**src/rtl/fuzz_pkg.sv**
```systemverilog
package fuzz_pkg;
    localparam int SMP_W     = 8;
    localparam int GAIN_W    = 8;
    localparam int GAIN_FRAC = 4;
    localparam int PROD_W    = 12;
    localparam int VOL_W     = 4;
    localparam int VOL_SH    = 4;

    localparam logic [GAIN_W-1:0] GAIN_MIN = 8'd16;
    localparam logic [GAIN_W-1:0] GAIN_MAX = 8'd255;
    localparam logic [GAIN_W-1:0] GAIN_DEF = 8'd16;
    localparam logic [SMP_W-1:0]  THR_MIN  = 8'd8;
    localparam logic [SMP_W-1:0]  THR_MAX  = 8'd127;
    localparam logic [SMP_W-1:0]  THR_DEF  = 8'd127;
    localparam logic [VOL_W-1:0]  VOL_MIN  = 4'd0;
    localparam logic [VOL_W-1:0]  VOL_MAX  = 4'd15;
    localparam logic [VOL_W-1:0]  VOL_DEF  = 4'd15;

    typedef enum logic [1:0] {
        SEL_GAIN = 2'b00,
        SEL_THR  = 2'b01,
        SEL_VOL  = 2'b10,
        SEL_NONE = 2'b11
    } knob_sel_e;
endpackage

```
**src/rtl/fuzz_deb.sv**
```systemverilog
module fuzz_deb #(
    parameter int DEB_CYC = 8
) (
    input  logic clk,
    input  logic rst_n,
    input  logic raw,
    output logic clean
);
    localparam int CNT_W = $clog2(DEB_CYC + 1);

    typedef struct packed {
        logic [1:0]       sync;
        logic             stable;
        logic [CNT_W-1:0] cnt;
    } deb_t;

    deb_t st_d, st_q;

    always_comb begin
        st_d      = st_q;
        st_d.sync = {st_q.sync[0], raw};
        if (st_q.sync[1] == st_q.stable) begin
            st_d.cnt = '0;
        end else if (st_q.cnt == CNT_W'(DEB_CYC - 1)) begin
            st_d.stable = st_q.sync[1];
            st_d.cnt    = '0;
        end else begin
            st_d.cnt = st_q.cnt + 1'b1;
        end
    end

    always_ff @(posedge clk) begin
        if (!rst_n) st_q <= '0;
        else        st_q <= st_d;
    end

    assign clean = st_q.stable;
endmodule

```
**src/rtl/fuzz_knob_ctrl.sv**
```systemverilog
module fuzz_knob_ctrl
    import fuzz_pkg::*;
(
    input  logic              clk,
    input  logic              rst_n,
    input  logic              a_clean,
    input  logic              b_clean,
    input  logic              push_clean,
    input  logic [1:0]        sel,
    output logic [GAIN_W-1:0] gain,
    output logic [SMP_W-1:0]  thr,
    output logic [VOL_W-1:0]  vol
);
    typedef struct packed {
        logic              a_prev;
        logic              push_prev;
        logic [GAIN_W-1:0] gain;
        logic [SMP_W-1:0]  thr;
        logic [VOL_W-1:0]  vol;
    } knob_t;

    knob_t st_d, st_q;
    logic  step_up, step_dn, push_hit;

    always_comb begin
        step_up  = a_clean && !st_q.a_prev && !b_clean;
        step_dn  = a_clean && !st_q.a_prev &&  b_clean;
        push_hit = push_clean && !st_q.push_prev;

        st_d           = st_q;
        st_d.a_prev    = a_clean;
        st_d.push_prev = push_clean;

        case (knob_sel_e'(sel))
            SEL_GAIN: begin
                if (push_hit)                           st_d.gain = GAIN_DEF;
                else if (step_up && st_q.gain < GAIN_MAX) st_d.gain = st_q.gain + 1'b1;
                else if (step_dn && st_q.gain > GAIN_MIN) st_d.gain = st_q.gain - 1'b1;
            end
            SEL_THR: begin
                if (push_hit)                           st_d.thr = THR_DEF;
                else if (step_up && st_q.thr < THR_MAX) st_d.thr = st_q.thr + 1'b1;
                else if (step_dn && st_q.thr > THR_MIN) st_d.thr = st_q.thr - 1'b1;
            end
            SEL_VOL: begin
                if (push_hit)                           st_d.vol = VOL_DEF;
                else if (step_up && st_q.vol < VOL_MAX) st_d.vol = st_q.vol + 1'b1;
                else if (step_dn && st_q.vol > VOL_MIN) st_d.vol = st_q.vol - 1'b1;
            end
            default: ;
        endcase
    end

    always_ff @(posedge clk) begin
        if (!rst_n) begin
            st_q           <= '0;
            st_q.gain      <= GAIN_DEF;
            st_q.thr       <= THR_DEF;
            st_q.vol       <= VOL_DEF;
        end else begin
            st_q <= st_d;
        end
    end

    assign gain = st_q.gain;
    assign thr  = st_q.thr;
    assign vol  = st_q.vol;
endmodule

```
**src/rtl/fuzz_datapath.sv**
```systemverilog
module fuzz_datapath
    import fuzz_pkg::*;
(
    input  logic              clk,
    input  logic              rst_n,
    input  logic [SMP_W-1:0]  smp_in,
    input  logic              smp_vld,
    input  logic              bypass,
    input  logic [GAIN_W-1:0] gain,
    input  logic [SMP_W-1:0]  thr,
    input  logic [VOL_W-1:0]  vol,
    output logic [SMP_W-1:0]  smp_out
);
    localparam int MUL_W  = SMP_W + GAIN_W + 1;
    localparam int VMUL_W = SMP_W + VOL_W + 1;

    typedef struct packed {
        logic [SMP_W-1:0] out;
    } dp_t;

    dp_t st_d, st_q;

    logic signed [MUL_W-1:0]  prod;
    logic signed [PROD_W-1:0] scaled;
    logic signed [PROD_W-1:0] lim_hi, lim_lo, clip12;
    logic signed [SMP_W-1:0]  clip8;
    logic signed [VMUL_W-1:0] vprod;
    logic        [SMP_W-1:0]  effect;

    always_comb begin
        prod   = $signed(smp_in) * $signed({1'b0, gain});
        scaled = PROD_W'(prod >>> GAIN_FRAC);

        lim_hi = $signed(PROD_W'(thr));
        lim_lo = -lim_hi;
        if (scaled > lim_hi)      clip12 = lim_hi;
        else if (scaled < lim_lo) clip12 = lim_lo;
        else                      clip12 = scaled;
        clip8  = SMP_W'(clip12);

        vprod  = clip8 * $signed({1'b0, vol});
        effect = SMP_W'(vprod >>> VOL_SH);

        st_d = st_q;
        if (smp_vld) st_d.out = bypass ? smp_in : effect;
    end

    always_ff @(posedge clk) begin
        if (!rst_n) st_q <= '0;
        else        st_q <= st_d;
    end

    assign smp_out = st_q.out;
endmodule

```
**src/rtl/fuzz_stage.sv**
```systemverilog
module fuzz_stage
    import fuzz_pkg::*;
#(
    parameter int DEB_CYC = 8
) (
    input  logic             clk,
    input  logic             rst_n,
    input  logic [SMP_W-1:0] smp_in,
    input  logic             smp_vld,
    input  logic             sw_bypass,
    input  logic [1:0]       sw_sel,
    input  logic             knob_a,
    input  logic             knob_b,
    input  logic             knob_push,
    output logic [SMP_W-1:0] smp_out
);
    localparam int N_CONTACTS = 3;

    logic [N_CONTACTS-1:0] contact_raw, contact_clean;
    logic [GAIN_W-1:0]     gain_w;
    logic [SMP_W-1:0]      thr_w;
    logic [VOL_W-1:0]      vol_w;

    assign contact_raw = {knob_push, knob_b, knob_a};

    for (genvar i = 0; i < N_CONTACTS; i++) begin : g_deb
        fuzz_deb #(.DEB_CYC(DEB_CYC)) u_deb (
            .clk  (clk),
            .rst_n(rst_n),
            .raw  (contact_raw[i]),
            .clean(contact_clean[i])
        );
    end

    fuzz_knob_ctrl u_knob (
        .clk       (clk),
        .rst_n     (rst_n),
        .a_clean   (contact_clean[0]),
        .b_clean   (contact_clean[1]),
        .push_clean(contact_clean[2]),
        .sel       (sw_sel),
        .gain      (gain_w),
        .thr       (thr_w),
        .vol       (vol_w)
    );

    fuzz_datapath u_dp (
        .clk    (clk),
        .rst_n  (rst_n),
        .smp_in (smp_in),
        .smp_vld(smp_vld),
        .bypass (sw_bypass),
        .gain   (gain_w),
        .thr    (thr_w),
        .vol    (vol_w),
        .smp_out(smp_out)
    );
endmodule

```
**config.mk**
```make
export PLATFORM = sky130hd
export DESIGN_NAME = fuzz_stage
export DESIGN_NICKNAME = d
export VERILOG_FILES = /design/src/rtl/fuzz_pkg.sv /design/src/rtl/fuzz_deb.sv /design/src/rtl/fuzz_knob_ctrl.sv /design/src/rtl/fuzz_datapath.sv /design/src/rtl/fuzz_stage.sv
export SDC_FILE = /design/constraint.sdc
export NUM_CORES = 1
export LEC_CHECK = 0
export BUFFER_PORTS_ARGS = -buffer_cell sky130_fd_sc_hd__buf_2
export CAP_MARGIN = 40
export CORE_MARGIN = 2
export CORE_UTILIZATION = 55
export CTS_CLUSTER_SIZE = 24
export DETAILED_ROUTE_END_ITERATION = 10
export GPL_TIMING_DRIVEN = 0
export HOLD_SLACK_MARGIN = 0.03
export PLACE_DENSITY = 0.72
export REMOVE_ABC_BUFFERS = 1
export SYNTH_ARGS = -nofsm -noshare
export SYNTH_HDL_FRONTEND = slang
export SYNTH_SLANG_ARGS = --single-unit
export TNS_END_PERCENT = 1
```
**constraint.sdc**
```tcl
create_clock -name clk -period 10 [get_ports clk]
set_input_delay 0.5 -clock clk [delete_from_list [all_inputs] [get_ports clk]]
set_output_delay 0.5 -clock clk [all_outputs]
set_load 0.02 [all_outputs]
```
==> run summary <==
- 9.70 ns — signal arrival time at the worst endpoint
- 0.07 ns — clock-pin slew on the worst setup and hold paths
- 5605 — via count of the first global-routing pass
- 0.9520 — part of the cycle the worst path needs
- register — type of element capturing the critical path
- 0.08617 — fraction of layout cells with a size suffix above 1
- 51 — #FFs+latches synth
- u_knob.gain[2] — worst flop-to-flop path startpoint
- 12 — largest driver fanout on the critical path
- 25 — I/O pin count
- 51 — largest net degree at the start of global routing
- 11960 um^2 — core outline area
- 0.8847 ns — worst slew pin tran
- 812 — Post-Syn Instances
- 8.255 um^2 — Post-Synthesis Mean Instance Area
- 0.571 — Comb pwr share
- 0 — number of antenna-violating nets in the routed design
- 40 — row count
- 0.5738 mW — Internal Power
- dfxtp_1 — most used flip-flop cell after synthesis
- primary input — launching element type of the critical path
- 15.37 um — wire length per cell
- 0 — total of max-cap violations
- 0.1523 — portion of the post-synthesis area used by sequential elements
- 51 — count of clock tree sinks
- 0.008765 ns — Layout Skew
- 0.2401 — GRT Util Overall
- 0.53 ns — FF-to-FF setup slack
- 0.30 ns — clock insertion delay at the later pin of the skew report
- clkbuf_16 — cell at the root of the clock tree
- 0.4040 — worst slew slack as a fraction of its limit
- in -> reg — Tightest Hold Check Type
- 0 — remaining design rule violation count
- 0.4229 — switch share
- 0 — Synthesis Warnings
- 58 — library cells used by synthesis
- 0.56 ns — peak per-stage delay on the critical path
- 105.0 MHz — highest attainable clock frequency
- 6522 um — met1 routed wirelength after detailed routing
- 14930 um — sum of routed wire length over all layers
- g_deb[1].u_deb.st_d[6] — worst hold endpoint
- 0 — Post-synth EDFFs
- met4 — highest routed metal layer
- 647 um — detailed route wirelength on metal3
- 7.803% — area overhead of the layout relative to synthesis
- 25560 um — wire length of the first global-routing pass
- 38 — worst reg2reg path depth
- 1052 — fill cell total of the finished layout
- 0.227 — sequential share of power
- in -> reg — critical path type
- fa_1 — master of the slowest instance on the critical path
- yes — TritonCTS clock tree
- -0.3591 ns — pre-CTS setup slack
- 24 — I/O Buffers
- 0 — hold_buf cts
- 9.520 ns — shortest clock period the worst path allows after layout
- 0 — final max-slew violation count
- 989 — Final nets
- 266 — count of routing violations after the opening detailed-route iteration
- 7310 um — met2 routed wirelength
- 0.8805 — routability congestion estimate from global placement
- 0.4205 mW — sw power
- completed — status
- 0 — final hold violation count
- 4 — DR pass1 iterations
- 5 — CTS buffer count
- 2 — total number of H-tree levels
- 0.00008814 V — worst vdd ir
- 5540 — total vias in the final route
- 0 — antenna diode count
- 0 — Final Setup Violations
- knob_b — Worst Min Path Start
- 10.18 ns — data required time at the worst endpoint
- 11720 um — post-detail-place hpwl
- 5.705 — vias per std cell
- 114.4 um — die outline height
- 2 — Hold Crit Depth
- 0.4800 ns — post-route worst setup slack
- 0.202 — share of total power in the clock network
- 6703 um^2 — Synth Cell Area
- 137.6 nW/um^2 — Power Density
- 3.574 nW — leak pwr
- 0.4072 ns — post-route worst hold slack
- 0.5604 — Initial Utilization
- 114.4 um — die boundary width
- 0 — number of antenna violations at the first check in global routing
- fa_1 — crit-path most repeated cell
- 0 — Async S/R FF share, synth
- 13090 um^2 — Die Footprint
- 2 — maximum number of buffers from clock root to sink
- u_dp.smp_out[7] — reg-to-reg endpoint
- 0 — GR Overflow Total
synth_stat cells (all sizes together) (2+ instances only):
cell      n  share of area
ha       95           0.18
nor3     12         0.0090
a31oi     5         0.0047
or3       2         0.0021
o21bai    7         0.0078
a221oi    3         0.0075
a211oi    4         0.0060
inv     118          0.066
o21ai    33          0.025
nor2b    25          0.023
a21boi    2         0.0022
fa       54           0.16
and2     62          0.058
nor3b     3         0.0034
nand3    23          0.017
nor4      2         0.0019
o31ai     2         0.0022
nor2     36          0.021
nand2    56          0.031
o211ai   10          0.011
dfxtp    51           0.15
mux2i     8          0.012
a21o     14          0.016
or2       2         0.0022
nand2b   10         0.0093
o41ai     2         0.0026
a22oi     2         0.0022
nand4     9         0.0084
o22ai     6         0.0056
nand3b    9          0.010
xnor2    21          0.027
clkbuf   27          0.015
and4      2         0.0026
and3     12          0.011
or4       3         0.0039
xor2     27          0.035
a221o     2         0.0030
a21oi    41          0.031
layer usage:
layer | vias up | GRT usage
li1 | 2719 | -
met1 | 2668 | 0.3059
met2 | 116 | 0.4158
met3 | 37 | 0.03600
met4 | 0 | 0.08049
met5 | - | 0
kinds of logic (layout without fill, tap and decap cells):
kind of cell               after synthesis  in the layout  share of synthesized area
and+or+nand+nor                        270            270                     0.2169
adders and majority gates              149            149                     0.3386
buffers and inverters                  146            158                    0.08195
AOI/OAI and AO/OA                      140            140                     0.1355
DFF                                     51             51                     0.1523
xor gates and xnor gates                48             48                    0.06272
muxes                                    8              8                    0.01195
placed cells by master, fill, tap and decap left out, types with 5 or more instances in the layout:
master,n
a21o_1,14
a21oi_1,38
a31oi_1,5
and2_1,62
and3_1,12
buf_2,26
buf_4,6
clkbuf_16,5
dfxtp_1,43
dfxtp_2,8
fa_1,54
ha_1,95
inv_1,116
mux2i_1,7
nand2_1,56
nand2b_1,10
nand3_1,23
nand3b_1,9
nand4_1,9
nor2_1,34
nor2b_1,25
nor3_1,12
o211ai_1,10
o21ai_0,25
o21ai_1,5
o21bai_1,7
xnor2_1,21
xor2_1,26
flip-flops by register name, indices dropped and copies added, names as in the netlist:
| register | cells |
|---|---|
| u_knob.st_q | 2 |
| g_deb.u_deb.st_d | 3 |
| u_knob.thr | 8 |
| u_knob.gain | 8 |
| g_deb.u_deb.st_q | 15 |
| u_knob.vol | 4 |
| u_dp.smp_out | 8 |
| g_deb.u_deb.clean | 3 |
power by group through the flow:
stage / logic, mW / registers [mW] / clock network, mW
after detailed placement: 0.545 / 0.229 / 0
after floorplan: 0.407 / 0.244 / 0
after CTS: 0.550 / 0.226 / 0.205
final: 0.568 / 0.226 / 0.201
after global routing: 0.646 / 0.227 / 0.212
after global placement: 0.524 / 0.229 / 0
through the flow:
| step | util | cell area [um^2] | std cells | setup TNS, ns | total power, mW |
|---|---|---|---|---|---|
| 6_report | 0.6041 | 7226 | 971 | 0 | 0.9943 |
| 5_1_grt | 0.6041 | 7226 | 971 | -0.1004 | 1.086 |
| 4_1_cts | 0.5935 | 7099 | 966 | 0 | 0.9800 |
| 3_5_place_dp | 0.5783 | 6918 | 958 | -0.9493 | 0.7747 |
| 3_3_place_gp | 0.5769 | 6900 | 955 | -0.2936 | 0.7525 |
| 2_1_floorplan | - | 6596 | 784 | 0 | 0.6507 |
layout make-up:
cell class                 instances  area, um^2  share of cell area
timing repair buffer              32       175.2             0.02424
tap                              147       183.9             0.02545
sequential                        51        1031              0.1427
clock buffer                       6       128.9             0.01784
multi-input combinational        615        5221              0.7226
inverter                         118       446.7             0.06182
clock inverter                     2       38.79            0.005368
worst max-delay path, delay by kind of cell:
kind            cells  cell delay, ns
buf+inv             7            0.69
compound gates      9            1.69
fa+ha+maj          10            4.32
simple gates       11            1.92
mux                 1            0.19
xor+xnor            2            0.40
repair_timing:
| item | in CTS | in global routing |
|---|---|---|
| setup buffers | 0 | 5 |
| pin swaps | 0 | 5 |
| setup endpoints to repair | 1 | 7 |
| hold endpoints to repair | 0 | 0 |
| resized for setup | 9 | 20 |
worst max-delay path by stage:
stage / startpoint / endpoint / slack (ns) / cells past startpoint
after detailed placement: smp_in[7] / u_dp.smp_out[7] / -0.36 / 39
after global placement: smp_in[7] / u_dp.smp_out[7] / -0.24 / 39
final: smp_in[7] / u_dp.smp_out[7] / 0.48 / 40
after CTS: smp_in[7] / u_dp.smp_out[7] / 0.04 / 38
after floorplan: smp_in[7] / u_dp.smp_out[7] / 0.85 / 38
after global routing: smp_in[7] / u_dp.smp_out[7] / -0.07 / 39
Power figures use the tool's default switching activity.
